**config.mk**
```make
export PLATFORM = sky130hd
export DESIGN_NAME = lsu_addr_gen
export DESIGN_NICKNAME = d
export VERILOG_FILES = /design/src/rtl/agu_pkg.sv /design/src/rtl/agu_offset_sel.sv /design/src/rtl/agu_addr_calc.sv /design/src/rtl/agu_lane_pack.sv /design/src/rtl/lsu_addr_gen.sv
export SDC_FILE = /design/constraint.sdc
export NUM_CORES = 1
export LEC_CHECK = 0
export ABC_AREA = 1
export ABC_CLOCK_PERIOD_IN_PS = 2800
export BUFFER_PORTS_ARGS = -buffer_cell sky130_fd_sc_hd__buf_2
export CAP_MARGIN = 20
export CORE_MARGIN = 2
export CORE_UTILIZATION = 47
export CTS_BUF_LIST = sky130_fd_sc_hd__clkbuf_8
export CTS_CLUSTER_SIZE = 40
export DETAILED_ROUTE_END_ITERATION = 8
export PLACE_DENSITY = 0.77
export SYNTH_ARGS = -nofsm -noshare
export SYNTH_HDL_FRONTEND = slang
export SYNTH_SLANG_ARGS = --single-unit
```
**constraint.sdc**
```tcl
create_clock -name clk -period 2.8 [get_ports clk]
set_clock_uncertainty 0.15 [all_clocks]
set_input_delay 0.56 -clock clk [delete_from_list [all_inputs] [get_ports clk]]
set_output_delay 0.56 -clock clk [all_outputs]
set_load 0.005 [all_outputs]
```
**src/rtl/agu_pkg.sv**
```systemverilog
// Package: shared types for the load/store address generator.
// Assumes callers cast raw control bits to these enums.
package agu_pkg;
    typedef enum logic {
        OPND_IMM = 1'b0,
        OPND_REG = 1'b1
    } opnd_src_e;

    typedef enum logic {
        UPD_BEFORE = 1'b0,
        UPD_AFTER  = 1'b1
    } upd_time_e;
endpackage

```
**src/rtl/agu_offset_sel.sv**
```systemverilog
// Module: agu_offset_sel
// Picks the second address operand: the immediate or the index register.
// Assumes both values arrive already W bits wide in two's complement, so no
// extension is needed here.
module agu_offset_sel
    import agu_pkg::*;
#(
    parameter int W = 32
) (
    input  opnd_src_e      src,
    input  logic [W-1:0]   imm_val,
    input  logic [W-1:0]   idx_val,
    output logic [W-1:0]   opnd
);
    // Operand multiplexer.
    always_comb begin
        if (src == OPND_REG) opnd = idx_val;
        else                 opnd = imm_val;
    end
endmodule

```
**src/rtl/agu_addr_calc.sv**
```systemverilog
// Module: agu_addr_calc
// Forms the effective address, the base write-back value and its enable,
// and the misalignment flag. Purely combinational.
// Assumes wrap-around arithmetic modulo 2^W. When no write-back occurs, the
// write-back value carries the unchanged base.
module agu_addr_calc
    import agu_pkg::*;
#(
    parameter int W     = 32,
    parameter int LANES = 4
) (
    input  logic [W-1:0]   base,
    input  logic [W-1:0]   opnd,
    input  upd_time_e      timing,
    input  logic           wb_req,
    output logic [W-1:0]   ea,
    output logic [W-1:0]   nb,
    output logic           we,
    output logic           mis
);
    localparam int LSB_W = (LANES > 1) ? $clog2(LANES) : 1;

    logic [W-1:0] sum;

    // Modulo adder shared by both timings.
    always_comb sum = base + opnd;

    // Timing mux: address, write-back enable and write-back value.
    always_comb begin
        if (timing == UPD_AFTER) begin
            ea = base;
            we = 1'b1;
        end else begin
            ea = sum;
            we = wb_req;
        end
        nb = we ? sum : base;
    end

    // Word alignment test on the low address bits.
    always_comb mis = (ea[LSB_W-1:0] != '0);
endmodule

```
**src/rtl/agu_lane_pack.sv**
```systemverilog
// Module: agu_lane_pack
// Maps a register word onto little-endian memory byte lanes, and back.
// Lane k holds the byte at address offset k.
// Assumes DW is a multiple of 8.
module agu_lane_pack #(
    parameter int DW = 32
) (
    input  logic [DW-1:0]  st_word,
    input  logic [DW-1:0]  ld_lanes,
    output logic [DW-1:0]  st_lanes,
    output logic [DW-1:0]  ld_word
);
    localparam int NB = DW / 8;

    for (genvar k = 0; k < NB; k++) begin : g_lane
        // Lane k carries word bits [8k+7:8k] in both directions.
        always_comb begin
            st_lanes[k*8 +: 8] = st_word[k*8 +: 8];
            ld_word[k*8 +: 8]  = ld_lanes[k*8 +: 8];
        end
    end
endmodule

```
**src/rtl/lsu_addr_gen.sv**
```systemverilog
// Module: lsu_addr_gen (top)
// Address generation for word loads and stores in register-indirect modes,
// with pre- and post-index autoindexing and little-endian lane packing.
// All results are registered, so a request is answered one cycle later.
// Assumes a synchronous active-low reset. The misalignment flag is
// informational only and suppresses nothing.
module lsu_addr_gen
    import agu_pkg::*;
#(
    parameter int AW = 32,
    parameter int DW = 32
) (
    input  logic           clk,
    input  logic           rst_n,
    input  logic           req_vld,
    input  logic [AW-1:0]  base_val,
    input  logic [AW-1:0]  imm_val,
    input  logic [AW-1:0]  idx_val,
    input  logic           sel_reg,
    input  logic           post_mode,
    input  logic           wb_req,
    input  logic [DW-1:0]  st_word,
    input  logic [DW-1:0]  ld_lanes,
    output logic           rsp_vld,
    output logic [AW-1:0]  eff_addr,
    output logic [AW-1:0]  base_next,
    output logic           base_we,
    output logic           misalign,
    output logic [DW-1:0]  st_lanes,
    output logic [DW-1:0]  ld_word
);
    localparam int LANES = DW / 8;
    localparam int LSB_W = (LANES > 1) ? $clog2(LANES) : 1;

    logic [AW-1:0] opnd;
    logic [AW-1:0] c_ea;
    logic [AW-1:0] c_nb;
    logic          c_we;
    logic          c_mis;
    logic [DW-1:0] c_st;
    logic [DW-1:0] c_ld;

    agu_offset_sel #(.W(AW)) u_sel (
        .src     (opnd_src_e'(sel_reg)),
        .imm_val (imm_val),
        .idx_val (idx_val),
        .opnd    (opnd)
    );

    agu_addr_calc #(.W(AW), .LANES(LANES)) u_calc (
        .base    (base_val),
        .opnd    (opnd),
        .timing  (upd_time_e'(post_mode)),
        .wb_req  (wb_req),
        .ea      (c_ea),
        .nb      (c_nb),
        .we      (c_we),
        .mis     (c_mis)
    );

    agu_lane_pack #(.DW(DW)) u_pack (
        .st_word  (st_word),
        .ld_lanes (ld_lanes),
        .st_lanes (c_st),
        .ld_word  (c_ld)
    );

    // Strobes: valid, write enable and flag, live for one cycle per request.
    always_ff @(posedge clk) begin
        if (!rst_n) begin
            rsp_vld  <= 1'b0;
            base_we  <= 1'b0;
            misalign <= 1'b0;
        end else begin
            rsp_vld  <= req_vld;
            base_we  <= req_vld & c_we;
            misalign <= req_vld & c_mis;
        end
    end

    // Data results: loaded on a request, held otherwise.
    always_ff @(posedge clk) begin
        if (!rst_n) begin
            eff_addr  <= '0;
            base_next <= '0;
            st_lanes  <= '0;
            ld_word   <= '0;
        end else if (req_vld) begin
            eff_addr  <= c_ea;
            base_next <= c_nb;
            st_lanes  <= c_st;
            ld_word   <= c_ld;
        end
    end

    // Assertions guarding the output register against the request inputs.
    p_rsp_follows_r2: assert property (@(posedge clk) disable iff (!rst_n)
        req_vld |=> rsp_vld);

    p_idle_quiet_r11: assert property (@(posedge clk) disable iff (!rst_n)
        !req_vld |=> (!rsp_vld && !base_we && !misalign && $stable(eff_addr)
                      && $stable(base_next)));

    p_base_kept_r3: assert property (@(posedge clk) disable iff (!rst_n)
        (req_vld && !post_mode && !wb_req) |=>
            (!base_we && base_next == $past(base_val)));

    p_pre_wb_same_r4: assert property (@(posedge clk) disable iff (!rst_n)
        (req_vld && !post_mode && wb_req) |=> (base_we && base_next == eff_addr));

    p_post_addr_r5: assert property (@(posedge clk) disable iff (!rst_n)
        (req_vld && post_mode) |=> (base_we && eff_addr == $past(base_val)));

    p_misalign_low_bits_r8: assert property (@(posedge clk) disable iff (!rst_n)
        rsp_vld |-> (misalign == (eff_addr[LSB_W-1:0] != '0)));
endmodule

```
* Word level (Yosys, flattened, before mapping)
Index checks and enable logic that the tools add are counted.
Storage, ports and cells: output and inout port bits 131, word-level logic and storage cells 15, register bits 131
Operators by class: muxes and demuxes 4, $add $sub $neg 1, bitwise logic cells 2, reduce and logical (&&, ||, !) cells 1
Operators with widths (number):
- 32-bit 2-to-1 mux | 3
- 32-bit adder | 1
- 1-bit bitwise AND | 2
- 2-bit nonzero test | 1
- 1-bit 2-to-1 mux | 1

* Depth between registers and ports, before layout
depth in word-level cells 5, depth in mapped cells 18, gate-level depth less buffers 17

* Modules after synthesis
A second synthesis with hierarchy kept.
Second synthesis, totals: cell total of the unflattened synthesis 1654, area, all modules 9719.3 um2
Modules (own cells, without submodules):
- lsu_addr_gen | area each 5647.9 um2, instances 1, seq. area each 2622.5 um2, cells an instance 820
- agu_addr_calc | area each 3099.2 um2, instances 1, seq. area each 0.0 um2, cells an instance 666
- agu_offset_sel | area each 491.7 um2, instances 1, seq. area each 0.0 um2, cells an instance 104
- agu_lane_pack | area each 480.5 um2, instances 1, seq. area each 0.0 um2, cells an instance 64

* Worst setup path after synthesis
Ideal clock, no wire load.
path type input to register, from input sel_reg, to register base_next[29], data arrival time 2.684 ns, slack -0.167 ns, library setup time 0.133 ns, required time 2.517 ns, stages 16, cells stage by stage buf_2 > clkbuf_1 > mux2_2 > ha_1 > buf_6 > or2_4 > nand3_2 > nand2_2 > nand2_1 > nand2_2 > nand2_2 > nand2_1 > nand2_1 > nand3_1 > nand2_1 > a21oi_2
On the way: cells in the longest elaborated chain, start to end 3
Ends and longest elaborated chain:
- start: declaration | RTL line lsu_addr_gen.sv:19 | input logic sel_reg,
- 32-bit 2-to-1 mux | RTL line agu_offset_sel.sv:17 | if (src == OPND_REG) opnd = idx_val;
- 32-bit adder | RTL line agu_addr_calc.sv:26 | always_comb sum = base + opnd;
- 32-bit 2-to-1 mux | RTL line agu_addr_calc.sv:37 | nb = we ? sum : base;
- end signal: assignment | RTL line lsu_addr_gen.sv:90 | base_next <= c_nb;
- end: declaration | RTL line lsu_addr_gen.sv:26 | output logic [AW-1:0] base_next,
Every way passes these cells. A chain may end at the register's enable or synchronous reset.

* Final worst setup path
Same ends and word-level chain as after synthesis.

==> metrics.md <==
| Metric | Value |
|---|---|
| Status | `finished clean` |
| Non-Filler Instances | `1796` |
| Sequential cell area fraction in the yosys report | `32.9%` |
| Syn Inst Count | `1241` |
| Area of the mapped netlist | `7980 um^2` |
| Max-Cap Viols | `0` |
| Dpl cells | `1764` |
| Starting Density | `48.1%` |
| Crit Path Max Fanout | `15` |
| Area contributors post-synth | `dfxtp_1, nand2_1, nor2_1` |
| Residual DRC | `0` |
| Clk root buf | `clkbuf_8` |
| Total GRT Usage | `28.8%` |
| Worst path slowest cell | `ha_1` |
| Final Critical Period | `2620 ps` |
| Final core utilization | `62.7%` |
| Synth Register Bits | `131` |
| FF+latch area | `2620 um^2` |
| Share of layout cells above drive strength 1 | `29.1%` |
| Xor/xnor share of the synthesized area | `1.54%` |
| Core footprint | `16600 um^2` |
| RSZ-0062 raised after global routing | `false` |
| Nets | `1761` |
| CP Data Arrival Time | `2820 ps` |
| DR iter-0 viols | `685` |
| Slew headroom | `48.6%` |
| Routed len/inst | `15.0 um` |
| Ant diodes | `0` |
| Startpoint class of the critical path | `input port` |
| Dpl hpwl | `21000 um` |
| Slew @ Worst Pin | `771 ps` |
| Mean Syn Cell Area | `6.43 um^2` |
| Final hold viol count | `0` |
| Drt total wl | `26900 um` |
| Leak Pwr | `5.73 nW` |
| Peak VDD IR | `0.000369 V` |
| Slew Viols, Final | `0` |
| Compound-cell area share of the yosys netlist | `15.4%` |
| Initial antenna violation count | `0` |
| Leading area contributor after synthesis | `dfxtp_1` |
| Maximum operating frequency | `0.382 GHz` |
| Total gr overflow | `0` |
| P&R area growth vs syn | `30.3%` |
| Synth top area share | `32.9%` |
| Largest net degree at the start of global routing | `89` |
| Tcrit/Tclk final | `93.5%` |
| Simple-Gate Fraction of Synth Area | `30.3%` |
| Multiplexer share of the synthesized area | `4.38%` |
| I/O Pins | `297` |
| Die Area | `18000 um^2` |
| Crit. End Element | `register` |
| Gpl congestion | `1.00` |
| Vias in the first global route | `8487` |
| Distinct cells, synth | `33` |
| Post-DP Area | `10000 um^2` |
| Buffers on Ports | `296` |
| Bufs on Longest Clock Path | `2` |
| Multi-input gate area | `4530 um^2` |
| Die Ht | `134 um` |
| Crit-path most repeated cell | `nand2_1` |
| Adder-cell share of the synthesized area | `5.11%` |
| Row count | `47` |
| Htree depth | `4` |
| Total CTS buffers | `17` |
| CP cell instances | `buf_2, buf_4, mux2_2, ha_1, nand2_1, nor2_1, nand2_1, nor2_1, nand2_2, nand2_1, nand2_1, nand3_1, nand2_1, a21oi_2` |
| WS Path Type | `in2reg` |
| Synth warn | `0` |
| Drt pass-1 iters | `6` |
| CP Data Required Time | `3010 ps` |
| Commonest cells after routing, fill and taps aside | `nand2_1, buf_2, nor2_1` |
| CP max stage delay | `380 ps` |
| Worst Hold Class | `in2reg` |
| Mapped Nets | `1439` |
| Die width | `134 um` |
| Clock transition at path regs | `80 ps` |
| Clk_lat worst skew | `420 ps` |
| Final setup fails | `0` |
| Fill cells | `1629` |
| Clk sink count | `131` |
| ANT nets after route | `0` |
| Most common cell after layout, fill and taps aside | `nand2_1` |
| Vias per cell | `5.05` |
| Setup Buffers After CTS | `0` |
| Vias | `9065` |
| Final instance area | `10400 um^2` |
| CTS tree | `done` |
| First-pass GRT wire length | `41700 um` |
| Power per Cell Area | `512 nW/um^2` |
| Main combinational cell family by area after synthesis | `simple AND/OR/NAND/NOR gates` |
[cells in the mapped netlist]
master	n
a21oi_1	122
fa_1	1
a21oi_2	10
nor2_4	1
inv_1	147
buf_6	1
a21o_1	1
dlygate4sd1_1	3
buf_2	12
inv_2	1
xor2_1	3
nor2_2	1
o21bai_2	1
nor2_1	171
dfxtp_1	131
nand3_2	5
clkbuf_8	1
ha_1	31
nor3_2	1
nand3_1	62
nand2_2	10
buf_4	1
mux2_2	31
o21ai_0	74
xnor2_1	11
nor3_1	3
nand2_1	339
clkbuf_1	35
o21bai_1	3
o211ai_1	16
or2_4	1
nand4_1	4
buf_1	7
[final timing paths]
kind                    to    startpoint  slack [ps]  cells after the start
max          base_next[29]       sel_reg         180                     14
max reg2reg   eff_addr[10]  eff_addr[10]        1950                      2
min            ld_word[14]  ld_lanes[14]         200                      3
min reg2reg   eff_addr[16]  eff_addr[16]         310                      2
[power breakdown]
part	internal, mW	switching [mW]	leakage [nW]	total (mW)
Clock	0.809	0.762	0.200	1.57
Sequential	2.02	0.0765	1.09	2.09
Combinational	0.702	0.953	4.44	1.66
[kinds of logic after synthesis]
group / count (synthesis)
AOI/OAI and AO/OA: 227
adders and majority gates: 32
xor gates and xnor gates: 14
and+or+nand+nor: 598
buffers and inverters: 208
DFF: 131
muxes: 31
[sequential cells by signal, indices dropped and copies added (netlist names)]
| register | cells |
|---|---|
| base_we | 1 |
| st_lanes | 32 |
| eff_addr | 32 |
| ld_word | 32 |
| base_next | 32 |
| misalign | 1 |
| rsp_vld | 1 |
[stage by stage]
stage	total power, mW	setup TNS [ps]	hold slack (ps)	setup WS [ps]
5_1_grt	5.62	0	184	2.62
4_1_cts	5.31	0	176	144
3_3_place_gp	3.74	-6260	301	-282
6_report	5.32	0	199	183
3_5_place_dp	3.76	-7750	303	-304
2_1_floorplan	3.07	0	310	9.85
[critical path, delay by kind of cell]
kind,cells,cell delay [ps]
muxes,1,360
adders and majority gates,1,380
AOI/OAI and AO/OA,1,120
and+or+nand+nor,9,1070
buffers and inverters,2,340
[per-layer routing]
layer | up-vias | wire [um] | global-route usage (%) | share of wire [%]
met2 | 389 | 12800 | 50.7 | 47
met3 | 74 | 2130 | 5.48 | 7.9
met5 | - | 0 | 0 | 0
met4 | 0 | 1010 | 11.2 | 3.7
li1 | 4580 | - | - | -
met1 | 4022 | 11000 | 34.7 | 41
[what timing repair did]
action                                  4_1_cts  5_1_grt
gates resized for setup                       0        2
endpoints found under the setup margin        0        3
hold buffers                                  0        0
[layout make-up]
class                   instances  area share [%]
repair buffers                363            19.4
flip-flops and latches        131            25.2
inverters                     148            5.37
clock inverters                14            1.34
multi-input cells             902            43.6
clock buffers                  18            2.38
well taps                     220            2.65
Note: power is estimated with default switching activity, not from simulation.
